`config.mk`:
```
export PLATFORM = sky130hd
export DESIGN_NAME = stk_core
export DESIGN_NICKNAME = d
export VERILOG_FILES = /design/src/rtl/stk_pkg.sv /design/src/rtl/stk_lifo.sv /design/src/rtl/stk_alu.sv /design/src/rtl/stk_core.sv
export SDC_FILE = /design/constraint.sdc
export NUM_CORES = 1
export LEC_CHECK = 0
export BUFFER_PORTS_ARGS = -buffer_cell sky130_fd_sc_hd__buf_4
export CORE_AREA = 2 2 173 158
export DETAILED_ROUTE_END_ITERATION = 16
export DIE_AREA = 0 0 175 160
export PLACE_DENSITY = 0.69
export SYNTH_ARGS = -nofsm -noshare
export SYNTH_HDL_FRONTEND = slang
export SYNTH_SLANG_ARGS = --single-unit
```
`constraint.sdc`:
```
create_clock -name clk_i -period 4.53 [get_ports clk_i]
set_input_delay 0.906 -clock clk_i [delete_from_list [all_inputs] [get_ports clk_i]]
set_output_delay 0.906 -clock clk_i [all_outputs]
set_load 0.01 [all_outputs]
```
`src/rtl/stk_pkg.sv`:
```
package stk_pkg;
  localparam int unsigned WORD_W = 9;
  localparam int unsigned BYTE_W = 8;

  typedef enum logic [7:0] {
    OP_NOP  = 8'h00,
    OP_ADD  = 8'h01,
    OP_SUB  = 8'h02,
    OP_AND  = 8'h03,
    OP_OR   = 8'h04,
    OP_XOR  = 8'h05,
    OP_DUP  = 8'h06,
    OP_DROP = 8'h07,
    OP_SWAP = 8'h08,
    OP_JMP  = 8'h09,
    OP_JZ   = 8'h0A,
    OP_CALL = 8'h0B,
    OP_RET  = 8'h0C,
    OP_IN   = 8'h0D,
    OP_OUT  = 8'h0E
  } op_e;
endpackage

```
`src/rtl/stk_lifo.sv`:
```
// Circular stack; DEPTH must be a power of two.
module stk_lifo #(
  parameter int unsigned W     = 16,
  parameter int unsigned DEPTH = 8
) (
  input  logic         clk_i,
  input  logic         rst_ni,
  input  logic         push_i,
  input  logic         pop_i,
  input  logic         pop2_i,
  input  logic [W-1:0] din_i,
  output logic [W-1:0] top_o,
  output logic [W-1:0] second_o
);
  localparam int unsigned AW = (DEPTH > 1) ? $clog2(DEPTH) : 1;

  logic [AW-1:0] ptr_q, ptr_m1, ptr_m2;
  logic [W-1:0]  mem_q [DEPTH];

  assign ptr_m1   = ptr_q - AW'(1);
  assign ptr_m2   = ptr_q - AW'(2);
  assign top_o    = mem_q[ptr_m1];
  assign second_o = mem_q[ptr_m2];

  always_ff @(posedge clk_i or negedge rst_ni) begin
    if (!rst_ni) begin
      ptr_q <= '0;
      for (int i = 0; i < DEPTH; i++) mem_q[i] <= '0;
    end else if (push_i && pop_i) begin
      mem_q[ptr_m1] <= din_i;  // replace top
    end else if (push_i) begin
      mem_q[ptr_q] <= din_i;
      ptr_q        <= ptr_q + AW'(1);
    end else if (pop2_i) begin
      ptr_q <= ptr_m2;
    end else if (pop_i) begin
      ptr_q <= ptr_m1;
    end
  end
endmodule

```
`src/rtl/stk_alu.sv`:
```
module stk_alu
  import stk_pkg::*;
#(
  parameter int unsigned W = 16
) (
  input  op_e          op_i,
  input  logic [W-1:0] nos_i,
  input  logic [W-1:0] tos_i,
  output logic [W-1:0] res_o
);
  always_comb begin
    case (op_i)
      OP_ADD:  res_o = nos_i + tos_i;
      OP_SUB:  res_o = nos_i - tos_i;
      OP_AND:  res_o = nos_i & tos_i;
      OP_OR:   res_o = nos_i | tos_i;
      OP_XOR:  res_o = nos_i ^ tos_i;
      default: res_o = tos_i;
    endcase
  end
endmodule

```
`src/rtl/stk_core.sv`:
```
module stk_core
  import stk_pkg::*;
#(
  parameter int unsigned DATA_W   = 16,
  parameter int unsigned PC_W     = 8,
  parameter int unsigned DS_DEPTH = 8,
  parameter int unsigned RS_DEPTH = 4
) (
  input  logic              clk_i,
  input  logic              rst_ni,
  output logic [PC_W-1:0]   pmem_addr_o,
  input  logic [WORD_W-1:0] pmem_rdata_i,
  input  logic [BYTE_W-1:0] io_in_i,
  output logic              io_rd_o,
  output logic [BYTE_W-1:0] io_out_o,
  output logic              io_wr_o
);
  localparam int unsigned EXT_W = DATA_W - BYTE_W;

  logic              exec_q;
  logic [PC_W-1:0]   pc_q, pc_d, pc_inc, tgt, rs_top, rs_second_unused;
  logic [DATA_W-1:0] t_q, t_d, nos, third, alu_y, ds_din;
  logic              run_q, run_d;
  logic              ds_push, ds_pop, ds_pop2, rs_push, rs_pop;
  logic [BYTE_W-1:0] out_q, out_d, imm;
  logic              wr_q, wr_d, is_lit;
  op_e               op;

  assign is_lit      = ~pmem_rdata_i[WORD_W-1];
  assign imm         = pmem_rdata_i[BYTE_W-1:0];
  assign op          = op_e'(imm);
  assign pc_inc      = pc_q + PC_W'(1);
  assign tgt         = t_q[PC_W-1:0];
  assign pmem_addr_o = pc_q;
  assign io_out_o    = out_q;
  assign io_wr_o     = wr_q;
  assign io_rd_o     = exec_q & ~is_lit & (op == OP_IN);

  stk_alu #(.W(DATA_W)) u_alu (
    .op_i (op),
    .nos_i(nos),
    .tos_i(t_q),
    .res_o(alu_y)
  );

  // entries below the top-of-stack register
  stk_lifo #(.W(DATA_W), .DEPTH(DS_DEPTH)) u_dstack (
    .clk_i   (clk_i),
    .rst_ni  (rst_ni),
    .push_i  (ds_push),
    .pop_i   (ds_pop),
    .pop2_i  (ds_pop2),
    .din_i   (ds_din),
    .top_o   (nos),
    .second_o(third)
  );

  stk_lifo #(.W(PC_W), .DEPTH(RS_DEPTH)) u_rstack (
    .clk_i   (clk_i),
    .rst_ni  (rst_ni),
    .push_i  (rs_push),
    .pop_i   (rs_pop),
    .pop2_i  (1'b0),
    .din_i   (pc_inc),
    .top_o   (rs_top),
    .second_o(rs_second_unused)
  );

  always_comb begin
    t_d     = t_q;
    pc_d    = pc_q;
    run_d   = run_q;
    ds_push = 1'b0;
    ds_pop  = 1'b0;
    ds_pop2 = 1'b0;
    ds_din  = t_q;
    rs_push = 1'b0;
    rs_pop  = 1'b0;
    out_d   = out_q;
    wr_d    = 1'b0;
    if (exec_q) begin
      pc_d = pc_inc;
      if (is_lit) begin
        run_d = 1'b1;
        if (run_q) begin
          t_d = {t_q[DATA_W-BYTE_W-1:0], imm};
        end else begin
          ds_push = 1'b1;
          t_d     = {{EXT_W{imm[BYTE_W-1]}}, imm};
        end
      end else begin
        run_d = 1'b0;
        case (op)
          OP_ADD, OP_SUB, OP_AND, OP_OR, OP_XOR: begin
            t_d    = alu_y;
            ds_pop = 1'b1;
          end
          OP_DUP: ds_push = 1'b1;
          OP_DROP: begin
            t_d    = nos;
            ds_pop = 1'b1;
          end
          OP_SWAP: begin
            t_d     = nos;
            ds_push = 1'b1;
            ds_pop  = 1'b1;
          end
          OP_JMP: begin
            pc_d   = tgt;
            t_d    = nos;
            ds_pop = 1'b1;
          end
          OP_JZ: begin
            if (nos == '0) pc_d = tgt;
            t_d     = third;
            ds_pop2 = 1'b1;
          end
          OP_CALL: begin
            rs_push = 1'b1;
            pc_d    = tgt;
            t_d     = nos;
            ds_pop  = 1'b1;
          end
          OP_RET: begin
            pc_d   = rs_top;
            rs_pop = 1'b1;
          end
          OP_IN: begin
            ds_push = 1'b1;
            t_d     = {{EXT_W{1'b0}}, io_in_i};
          end
          OP_OUT: begin
            out_d  = t_q[BYTE_W-1:0];
            wr_d   = 1'b1;
            t_d    = nos;
            ds_pop = 1'b1;
          end
          default: ;
        endcase
      end
    end
  end

  always_ff @(posedge clk_i or negedge rst_ni) begin
    if (!rst_ni) begin
      exec_q <= 1'b0;
      pc_q   <= '0;
      t_q    <= '0;
      run_q  <= 1'b0;
      out_q  <= '0;
      wr_q   <= 1'b0;
    end else begin
      exec_q <= ~exec_q;
      pc_q   <= pc_d;
      t_q    <= t_d;
      run_q  <= run_d;
      out_q  <= out_d;
      wr_q   <= wr_d;
    end
  end
endmodule

```
# == Word level (Yosys, flattened, before mapping) ==
# Cells that the tools add are included.
# word_totals
elab_cells,143
out_inout_bits,18
inputBits,19
reg_bits,200
# classes
n_mux,57
n_lt_le_gt_ge,9
n_addsub,8
n_eq_ne,16
reduce_logical,20
bitwise_logic,13
# ops
op,count
$bwmux 128,2
$mux 128,2
$mux 16,8
$bmux 16 s3,2
$demux 16 s3,2
$pmux 16 s5,1
$bwmux 32,2
$mux 32,2
$pmux 16 s4,1
$eq 8x4->1 const B,7
$mux 8,6
$demux 8 s2,2
$eq 8x3->1 const B,4
$pmux 8 s3,1
$mux 1,20
$add 16x16->16,1
$and 16x16->16,1
$bmux 8 s2,1
$eq 8x2->1 const B,2
$logic_not 16->1,1
$or 16x16->16,1
$sub 16x16->16,1
$xor 16x16->16,1
$ge 4x4->1 const B,3
27 further kinds,49

# == Depth between registers and ports, before layout ==
# Gate-level depths: netlist (run 1).
# depth
depth_word,9
mapped_depth,19

# == Hierarchy ==
# A second synthesis (run 1) with hierarchy kept.
# unflattened
cells_unflattened,1152
hier_area_um2,13954.6
# modules_own_cells
module,seq_area_each_um2,area_per_inst_um2,n_inst,cells_per_inst
stk_lifo at u_dstack,3278.1,7318.3,1,452
stk_core,875.8,2479.9,1,290
stk_alu,0.0,2139.6,1,297
stk_lifo at u_rstack,850.8,2016.9,1,113

# == Worst setup path before layout (run 1) ==
# No wires, ideal clock.
# synth_timing
kind,flip-flop to flip-flop
startpoint,register u_dstack.ptr_q[1]
endpoint,"register t_q[10], in the netlist ds_din[10]"
n_path_buf,3
setup_time_ns,0.104
arrival_ns,4.802
path_stages_with_launch,20
slack_ns,-0.376
synth_period_minus_slack_ns,4.906
path_cell_list,dfrtp_1 -> clkbuf_1 -> clkbuf_1 -> inv_1 -> ha_1 -> xor2_2 -> buf_6 -> mux4_2 -> mux2i_1 -> ha_1 -> inv_1 -> fa_1 -> a21o_1 -> a21oi_1 -> o21bai_1 -> a21oi_1 -> o21ai_0 -> mux2i_1 -> o21ai_1 -> a221oi_1
# synth_between
elab_chain_len,9
word_cells_on_any_way,18
# synth_lines
element,line_no,rtl
start: declaration,stk_lifo.sv:17,"logic [AW-1:0] ptr_q, ptr_m1, ptr_m2;"
start signal: assignment,stk_lifo.sv:33,ptr_q <= ptr_q + AW'(1);
start signal: assignment,stk_lifo.sv:35,ptr_q <= ptr_m2;
start signal: assignment,stk_lifo.sv:37,ptr_q <= ptr_m1;
$sub 3x1->3,stk_lifo.sv:20,assign ptr_m1 = ptr_q - AW'(1);
$not 3->4 (implied by the code),stk_lifo.sv:22,assign top_o = mem_q[ptr_m1];
$bmux 16 s3,stk_lifo.sv:22,
$mux 16 (implied by the code) (2 in a row),stk_lifo.sv:22,
$sub 16x16->16 (tied with other cells),stk_alu.sv:14,OP_SUB: res_o = nos_i - tos_i;
$pmux 16 s5,stk_alu.sv:12,case (op_i)
$pmux 16 s4 *,stk_core.sv:93,case (op)
$mux 16 *,stk_core.sv:83,if (is_lit) begin
end signal: assignment,stk_core.sv:155,t_q <= t_d;
end: declaration,stk_core.sv:22,"logic [DATA_W-1:0] t_q, t_d, nos, third, alu_y, ds_din;"
# Every way passes the cells marked *; elsewhere a longest branch is shown, timed or not. The select of a mux whose other input is x is not followed.
# A chain may end at the register's enable or synchronous reset.

# == Worst setup path after layout (run 1) ==
# layout_timing
startpoint,register u_dstack.ptr_q[1]
endpoint,"register t_q[15], in the netlist ds_din[15]"
# Same word-level chain as after synthesis.

==> results_dict.tcl, run 1 <==
set metrics [dict create \
    crit_buf_inv 3 \
    max_freq_mhz 240.0 \
    place_congestion 1.010 \
    ir_worst_vdd_uv 506.0 \
    post_synth.cell_area_avg_sq_um 11.02 \
    crit_path_frequent_cell "o31a_1" \
    fin_crit_ns 4.167 \
    postSynth.asyncResetShare_pct 100.0 \
    worst_pin_slew_ns 0.8775 \
    cpMaxStageDelayCell "mux4_2" \
    antenna_found_initial 0 \
    clock_latency_ns 0.46 \
    viasPerCell 6.291 \
    endpoint_kind "register" \
    path_cells "inv_1, ha_2, xor2_4, buf_4, mux4_2, mux2i_1, inv_2, ha_1, o21a_1, o31a_1, o31a_1, o211ai_1, a21oi_1, o41ai_1, xnor2_1, o21ai_1" \
    maxCapViolations 0 \
    rsz0062_at_grt "false" \
    cts_tree "done" \
    stdcell_count 1565 \
    routed_wl_um 35840 \
    fp.dieArea_sq_um 28000 \
    synth_edf_count 0 \
    crit_type "register to register" \
    finClkSkew_ns 0.01864 \
    vias 9846 \
    total_leakage_power_nw 6.413 \
    yosysMostFrequentCell "dfrtp_1" \
    ys_seq_area_share_pct 38.71 \
    ctsHoldBuffers 0 \
    synth.distinct_cells 73 \
    cp_slowest_stage_delay_ns 0.49 \
    synth_common_cells "dfrtp_1, mux2_1, a21oi_1, nor2_1, nand2_1" \
    io_pins 37 \
    cp-start-kind "register" \
    cts.path.max_buffers 2 \
    crit_family "compound AO/OA/AOI/OAI gates" \
    synth_top_area_cell "dfrtp_1" \
    synthTopCellsByArea "dfrtp_1, mux4_2, mux2_1" \
    globalRouteTotalUtil_pct 26.34 \
    powerDensity_nw_per_um2 792.1 \
    dp_hpwl_um 25250 \
    initial_core_util_pct 48.86 \
    diodes 0 \
    grt_pass1_vias 9656 \
    cts.sinks 200 \
    layout.nets 1281 \
    cp.required_ns 4.87 \
    syn2layout_area_growth_pct 11.26 \
    power.total_mw 11.39 \
    routedWlPerCell_um 22.90 \
    first_pass_iters 8 \
    die_h_um 160 \
    grt_pass1_wl_um 56380 \
    root_buffer "clkbuf_16" \
    ant_nets 0 \
    hold_path_class "register to register" \
    hold_viol_final 0 \
    synth_top_area_share_pct 38.71 \
    netlist_area_sq_um 12930 \
    fin_crit_sh_pct 91.98 \
    hold-path-cell-count 1 \
    worstPathMaxFanout 4 \
    drtIter0Drc 945 \
    die_x_um 175 \
    relSlewSlack_pct 41.50 \
    yosysWarnings 0 \
    synth-seq-cells 200 \
    row_count 57 \
    htreeDepth 4 \
    synth_ff_type "dfrtp_1" \
    cts_resized 0 \
    outcome "completed" \
    wl_met1_um 16400 \
    routed-wl-met2_um 16170 \
    r2r_cells 16 \
    setup-tns-final_ns 0 \
    port_buffers 36 \
    cts_made_buffers 17 \
    met3WireLength_um 2168 \
    route.detailed.drc 0 \
    drive_gt1_share_pct 20.89 \
    syn_nets 1256 \
    dpl.cell_count 1530 \
    crit_arrival_ns 4.51 \
    grt_start_max_net_pins 102 \
    maxSlewViolCount 0 \
    setup_viol 0 \
    cp.depth 16 \
    grt-ovfl-total 0 \
    fillers 2231 \
    core-area_sq_um 26460 \
    synth_cells 1173 \
    highest_layer "met4" \
    clk_pin_slew_ns 0.08 \
]
[worst reg2reg max path, delay by kind of cell (launching register included)]
family / cells / cell delay [ns]
AOI/OAI and AO/OA: 7 / 1.47
xor gates and xnor gates: 2 / 0.41
muxes: 2 / 0.78
buffers and inverters: 3 / 0.41
adders and majority gates: 2 / 0.60
DFF: 1 / 0.39
[state kept, by name (all words and copies together) (netlist names)]
name / flops
io_out_o: 8
io_wr_o: 1
ds_din: 16
pmem_addr_o: 8
u_rstack.ptr_q: 2
run_q: 1
u_dstack.ptr_q: 3
u_dstack.mem_q: 128
u_rstack.mem_q: 32
exec_q: 1
[per-layer routing]
layer / global-route usage (%) / vias to the layer above
met3: 4.095 / 64
met4: 9.394 / 0
li1: - / 4424
met1: 38.40 / 4994
met2: 40.14 / 364
met5: 0 / -
[layout by cell type (no fill, tap or decap), types with 4 or more instances in the layout]
master,netlist,layout
dfrtp_1,200,199
buf_4,1,88
mux2_1,84,84
nor2_1,78,76
a21oi_1,78,76
nand2_1,66,66
ha_1,63,62
mux4_2,61,61
inv_1,48,48
mux2_2,41,41
mux2i_1,38,38
o21ai_0,38,38
o21ai_1,32,30
xnor2_1,27,27
nand3_1,23,23
clkbuf_16,0,17
a221oi_1,13,13
a211oi_1,13,13
nor3_1,12,11
a22oi_1,11,11
o221ai_1,11,11
nand2b_1,10,10
o22ai_1,10,10
a31oi_1,9,9
mux4_1,8,8
xor2_1,8,8
o21bai_1,8,8
nand4_1,7,7
and3_1,6,6
nor2b_1,6,6
o21a_1,6,6
nor4_1,5,5
o211ai_1,5,5
nor3b_1,4,4
nand3b_1,4,4
or3_1,4,4
o31ai_1,4,4
clkinv_8,0,4
[final timing paths]
| check | startpoint | endpoint | slack (ns) |
|---|---|---|---|
| min in group asynchronous | rst_ni | u_rstack.mem_q[14] | 0.53 |
| max | u_dstack.ptr_q[1] | ds_din[15] | 0.36 |
| min reg2reg | u_dstack.mem_q[29] | u_dstack.mem_q[29] | 0.51 |
| max reg2reg | u_dstack.ptr_q[1] | ds_din[15] | 0.36 |
| min | u_dstack.mem_q[29] | u_dstack.mem_q[29] | 0.51 |
| max in group asynchronous | rst_ni | io_out_o[3] | 2.98 |
[power breakdown]
part           internal [mW]  switching (mW)
logic                   3.15            3.71
registers               2.38           0.595
clock network          0.756           0.799
[through the flow]
step | util [%] | worst slack (ns) | instance area (sq um) | hold WS, ns
after CTS | 54.28 | 0.1925 | 14360 | 0.5134
final | 54.37 | 0.3632 | 14390 | 0.5090
after floorplan | - | 0.007366 | 12950 | 0.4584
after global routing | 54.37 | 0.1280 | 14390 | 0.5347
after global placement | 52.02 | 0.2889 | 13760 | 0.4839
after detailed placement | 52.02 | 0.2174 | 13760 | 0.4929
[cell type report]
class	instances	area [sq um]	share of cell area [%]
multi-input combinational	835	7425	51.61
sequential	200	5006	34.80
timing repair buffer	91	714.4	4.967
tap	354	442.9	3.079
clock buffer	18	439.2	3.053
inverter	53	198.9	1.383
clock inverter	14	158.9	1.105
[repair_timing]
action                                  CTS  global route
buffers inserted                          0             3
hold endpoints to repair                  0             0
endpoints found under the setup margin    0             5
[kinds of logic (layout without fill, tap and decap cells)]
group | Yosys count | in the layout | share of synthesized area [%]
AOI/OAI and AO/OA | 259 | 259 | 12.54
and+or+nand+nor | 239 | 239 | 8.904
muxes | 237 | 237 | 26.82
DFF | 200 | 200 | 38.71
buffers and inverters | 138 | 176 | 4.278
adders and majority gates | 64 | 64 | 6.252
xor gates and xnor gates | 36 | 36 | 2.497
Note: power is estimated with default switching activity, not from simulation.
==> run 2: changes to the inputs <==
--- a/config.mk
+++ b/config.mk
@@ -10,6 +10,7 @@
 export DETAILED_ROUTE_END_ITERATION = 16
 export DIE_AREA = 0 0 175 160
 export PLACE_DENSITY = 0.69
+export RECOVER_POWER = 100
 export SYNTH_ARGS = -nofsm -noshare
 export SYNTH_HDL_FRONTEND = slang
 export SYNTH_SLANG_ARGS = --single-unit
==> results_dict.tcl, run 2 (same netlist as run 1, synthesis figures left out) <==
set metrics [dict create \
    outcome "complete, but fails checks" \
    violations "capacitance limit, slew limit" \
    cts_tree "done" \
    worstPathMaxFanout 37 \
    fin_crit_ns 4.237 \
    place_congestion 1.010 \
    setup_viol 0 \
    ir_worst_vdd_uv 504.0 \
    drive_gt1_share_pct 17.92 \
    crit_arrival_ns 4.57 \
    setup-tns-final_ns 0 \
    antenna_found_initial 0 \
    routedWlPerCell_um 22.87 \
    fp.dieArea_sq_um 28000 \
    cts_made_buffers 17 \
    io_pins 37 \
    die_h_um 160 \
    cp_slowest_stage_delay_ns 1.21 \
    endpoint_kind "register" \
    maxCapViolations 2 \
    route.detailed.drc 0 \
    routed_wl_um 35800 \
    crit_path_frequent_cell "buf_4" \
    hold_slack_ns 0.5080 \
    first_pass_iters 5 \
    multi_input_area_sq_um 7372 \
    total_leakage_power_nw 6.276 \
    crit_buf_inv 4 \
    grt_pass1_vias 9656 \
    syn2layout_area_growth_pct 9.823 \
    relSlewSlack_pct -78.33 \
    final_area_sq_um 14200 \
    max_freq_mhz 236.0 \
    ant_nets 0 \
    cp-start-kind "primary input" \
    final_cell_mix "dfrtp_1, mux2_1, a21oi_1" \
    grt_pass1_wl_um 56380 \
    crit_type "primary input to register" \
    layout_commonest_cell "dfrtp_1" \
    row_count 57 \
    diodes 0 \
    layout.nets 1281 \
    fillers 2272 \
    cts.sinks 200 \
    worst_pin_slew_ns 2.675 \
    ctsHoldBuffers 0 \
    dp_hpwl_um 25250 \
    fin_crit_sh_pct 93.54 \
    ff_latch_area_sq_um 5006 \
    fin_util_pct 53.66 \
    hold_viol_final 0 \
    place_area_sq_um 13760 \
    globalRouteTotalUtil_pct 26.34 \
    maxSlewViolCount 139 \
    port_buffers 36 \
    drtIter0Drc 926 \
    path_cells "buf_4, clkbuf_1, nand2b_1, a31oi_1, o311ai_0, buf_4, nor2_1, nand2_1, o21ai_0, nand2_1, buf_4, mux2_1" \
    powerDensity_nw_per_um2 796.9 \
    grt_start_max_net_pins 102 \
    root_buffer "clkbuf_16" \
    grt-ovfl-total 0 \
    hold_path_class "register to register" \
    rsz0062_at_grt "false" \
    largest_register_ffs 128 \
    regMostFlops "u_dstack.mem_q" \
    cpMaxStageDelayCell "clkbuf_1" \
    htreeDepth 4 \
    cts.path.max_buffers 2 \
    core-area_sq_um 26460 \
    die_x_um 175 \
    crit_family "buffers and inverters" \
    finClkSkew_ns 0.02061 \
    vias 9802 \
    initial_core_util_pct 48.86 \
    clock_latency_ns 0.47 \
    cp.required_ns 4.86 \
    clk_pin_slew_ns 0.08 \
    viasPerCell 6.263 \
]
## run 2: changes by cell type in the layout (fill, tap and decap cells not counted), sizes merged
cell and change:
buf -35, clkbuf +35
## run 2: area by class of cell
cell class / instances / share of cell area [%]
Clock buffer: 18 / 3.093
Clock inverter: 14 / 1.119
Inverter: 53 / 1.401
Multi-Input combinational cell: 835 / 51.92
Sequential cell: 200 / 35.26
Tap cell: 354 / 3.119
Timing Repair Buffer: 91 / 4.089
## run 2: repair_timing
action | CTS | global route
endpoints found under the hold margin | 0 | 0
setup endpoints to repair | 0 | 5
buffers inserted | 0 | 3
resized for setup | 0 | 0
## run 2: routing by layer
layer | up-vias | track usage, % | share of wire [%]
met1 | 4964 | 38.40 | 46
met5 | - | 0 | 0
li1 | 4415 | - | -
met3 | 71 | 4.095 | 6.1
met4 | 0 | 9.394 | 3.2
met2 | 352 | 40.14 | 45
## run 2: stage by stage
stage	setup slack (ns)	instances	power (mW)
after detailed placement	0.2174	1530	9.697
after global routing	0.09058	1565	12.09
final	0.2926	1565	11.31
after CTS	0.1925	1562	11.29
after floorplan	0.007366	1173	7.907
after global placement	0.2889	1530	9.570
## run 2: where the power goes
part / switching, mW / total [mW] / internal [mW]
clock: 0.796 / 1.55 / 0.756
sequential: 0.594 / 2.97 / 2.38
combinational: 3.67 / 6.79 / 3.12
## run 2: worst paths after layout
kind | start | end | slack (ns) | depth (start not counted)
max in group asynchronous | rst_ni | io_out_o[3] | 1.27 | 2
max reg2reg | u_dstack.ptr_q[0] | ds_din[15] | 0.37 | 17
min | u_dstack.mem_q[29] | u_dstack.mem_q[29] | 0.51 | 1
min in group asynchronous | rst_ni | u_rstack.mem_q[6] | 1.25 | 1
min reg2reg | u_dstack.mem_q[29] | u_dstack.mem_q[29] | 0.51 | 1
max | pmem_rdata_i[0] | u_dstack.mem_q[102] | 0.29 | 12
==> run 3: changes to the inputs <==
--- a/config.mk
+++ b/config.mk
@@ -5,10 +5,11 @@
 export SDC_FILE = /design/constraint.sdc
 export NUM_CORES = 1
 export LEC_CHECK = 0
+export ABC_AREA = 1
 export BUFFER_PORTS_ARGS = -buffer_cell sky130_fd_sc_hd__buf_4
-export CORE_AREA = 2 2 173 158
+export CORE_AREA = 2 2 177 161
 export DETAILED_ROUTE_END_ITERATION = 16
-export DIE_AREA = 0 0 175 160
+export DIE_AREA = 0 0 179 163
 export PLACE_DENSITY = 0.69
 export RECOVER_POWER = 100
 export SYNTH_ARGS = -nofsm -noshare
==> results_dict.tcl, run 3 <==
set metrics [dict create \
    outcome "complete, but fails checks" \
    violations "capacitance limit, slew limit" \
    maxCapViolations 1 \
    largest_register_ffs 128 \
    synth_common_cells "nand2_1, dfrtp_1, o21ai_0, o21ai_1, inv_1" \
    synth.distinct_cells 46 \
    die_h_um 163 \
    fin_ws_ns 0.4256 \
    hp-start "u_dstack.mem_q[35]" \
    regMostFlops "u_dstack.mem_q" \
    drive_gt1_share_pct 5.631 \
    cts_made_buffers 17 \
    antenna_found_initial 0 \
    ctsHoldBuffers 0 \
    cts.sinks 200 \
    synth_top_area_cell "dfrtp_1" \
    rsz0062_at_grt "false" \
    yosysMostFrequentCell "nand2_1" \
    cts_resized 0 \
    fin_crit_sh_pct 90.60 \
    crit_arrival_ns 4.37 \
    worstPathMaxFanout 24 \
    synth-seq-cells 200 \
    viasPerCell 5.717 \
    synth_top_area_share_pct 37.07 \
    diodes 0 \
    cp.required_ns 4.80 \
    fin_crit_ns 4.104 \
    cp-start-kind "register" \
    postSynth.asyncResetShare_pct 100.0 \
    yosysWarnings 0 \
    route.detailed.drc 0 \
    hold_path_class "register to register" \
    cts_setup_buffers 0 \
    final_cell_mix "nand2_1, o21ai_0, dfrtp_1" \
    port_buffers 36 \
    syn2layout_area_growth_pct 6.172 \
    synthTopCellsByArea "dfrtp_1, nand2_1, o21ai_0" \
    layout.nets 1988 \
    pre_cts_slack_ns 0.6422 \
    ir_worst_vdd_uv 653.7 \
    htreeDepth 4 \
    place_congestion 0.9426 \
    worst_pin_slew_ns 2.577 \
    synth_ff_type "dfrtp_1" \
    crit_start "u_dstack.ptr_q[0]" \
    root_buffer "clkbuf_16" \
    crit_type "register to register" \
    cts_tree "done" \
    dp_hpwl_um 28200 \
    grt-ovfl-total 0 \
    grt_pass1_vias 11950 \
    netlist_area_sq_um 13500 \
    clk_pin_slew_ns 0.08 \
    place_area_sq_um 14000 \
    r2r-start "u_dstack.ptr_q[0]" \
    die_x_um 179 \
    fin_util_pct 52.12 \
    grt_pass1_wl_um 65830 \
    synth_cells 1933 \
    total_leakage_power_nw 7.068 \
    multi_input_area_sq_um 7380 \
    routedWlPerCell_um 18.33 \
    cts.path.max_buffers 2 \
    finClkSkew_ns 0.01229 \
    clock_latency_ns 0.46 \
    fillers 2745 \
    ff_latch_area_sq_um 5009 \
    max_freq_mhz 243.6 \
    grt_start_max_net_pins 218 \
    first_pass_iters 7 \
    setup_viol 0 \
    endpoint_kind "register" \
    fp.dieArea_sq_um 29180 \
    row_count 58 \
    io_pins 37 \
    post_synth.cell_area_avg_sq_um 6.984 \
    drtIter0Drc 1537 \
    maxSlewViolCount 101 \
    synth_edf_count 0 \
    initial_core_util_pct 49.09 \
    syn_nets 2016 \
    globalRouteTotalUtil_pct 29.41 \
    hold_slack_ns 0.4849 \
    vias 13020 \
    hold_viol_final 0 \
    final_area_sq_um 14330 \
    core-area_sq_um 27500 \
    powerDensity_nw_per_um2 833.0 \
    setup-tns-final_ns 0 \
    ys_seq_area_share_pct 37.07 \
    relSlewSlack_pct -71.78 \
    ant_nets 0 \
    layout_commonest_cell "nand2_1" \
    routed_wl_um 41750 \
]
## run 3: where the power goes
| group | switching (mW) | total [mW] | internal [mW] |
|---|---|---|---|
| clock | 0.789 | 1.53 | 0.737 |
| sequential | 0.554 | 2.99 | 2.44 |
| combinational | 5.05 | 7.42 | 2.37 |
| total | 6.39 | 11.9 | 5.55 |
## run 3: logic make-up after synthesis
family | count (synthesis) | share of synthesized area (%)
and+or+nand+nor | 928 | 27.80
DFF | 200 | 37.07
xor gates and xnor gates | 29 | 1.881
muxes | 2 | 0.1668
adders and majority gates | 64 | 5.987
buffers and inverters | 251 | 8.137
AOI/OAI and AO/OA | 459 | 18.95
## run 3: cell type report
| type | count | share of cell area [%] |
|---|---|---|
| multi-input cells | 1482 | 51.48 |
| inverters | 135 | 3.535 |
| clock buffers | 17 | 2.968 |
| repair buffers | 69 | 2.881 |
| flip-flops and latches | 200 | 34.94 |
| clock inverters | 15 | 1.047 |
| well taps | 360 | 3.142 |
## run 3: metal layers
| layer | global-route usage (%) | wire length [um] |
|---|---|---|
| met5 | 0 | 0 |
| met4 | 12.56 | 1639 |
| met3 | 4.178 | 2767 |
| met2 | 44.88 | 18580 |
| met1 | 41.66 | 18760 |
## run 3: critical path, stage by stage (launching register included)
cell and delay, ns:
dfrtp_4 0.50, inv_2 0.07, ha_1 0.33, inv_1 0.63, buf_4 0.37, nor3_1 0.08
o211ai_1 0.69, clkbuf_1 0.99, o21ai_0 0.24
## run 3: worst paths after layout
kind	end	slack [ns]	cells past startpoint
max	u_dstack.mem_q[119]	0.43	8
min	u_dstack.mem_q[35]	0.48	2
max reg2reg	u_dstack.mem_q[119]	0.43	8
min reg2reg	u_dstack.mem_q[35]	0.48	2
max in group asynchronous	u_rstack.mem_q[12]	0.97	2
min in group asynchronous	u_dstack.mem_q[12]	1.25	1
## run 3: stage by stage
step,power [mW],cells
4_1_cts,12.00,2278
2_1_floorplan,8.450,1933
3_5_place_dp,10.42,2246
5_1_grt,13.07,2278
6_report,11.94,2278
3_3_place_gp,10.29,2246
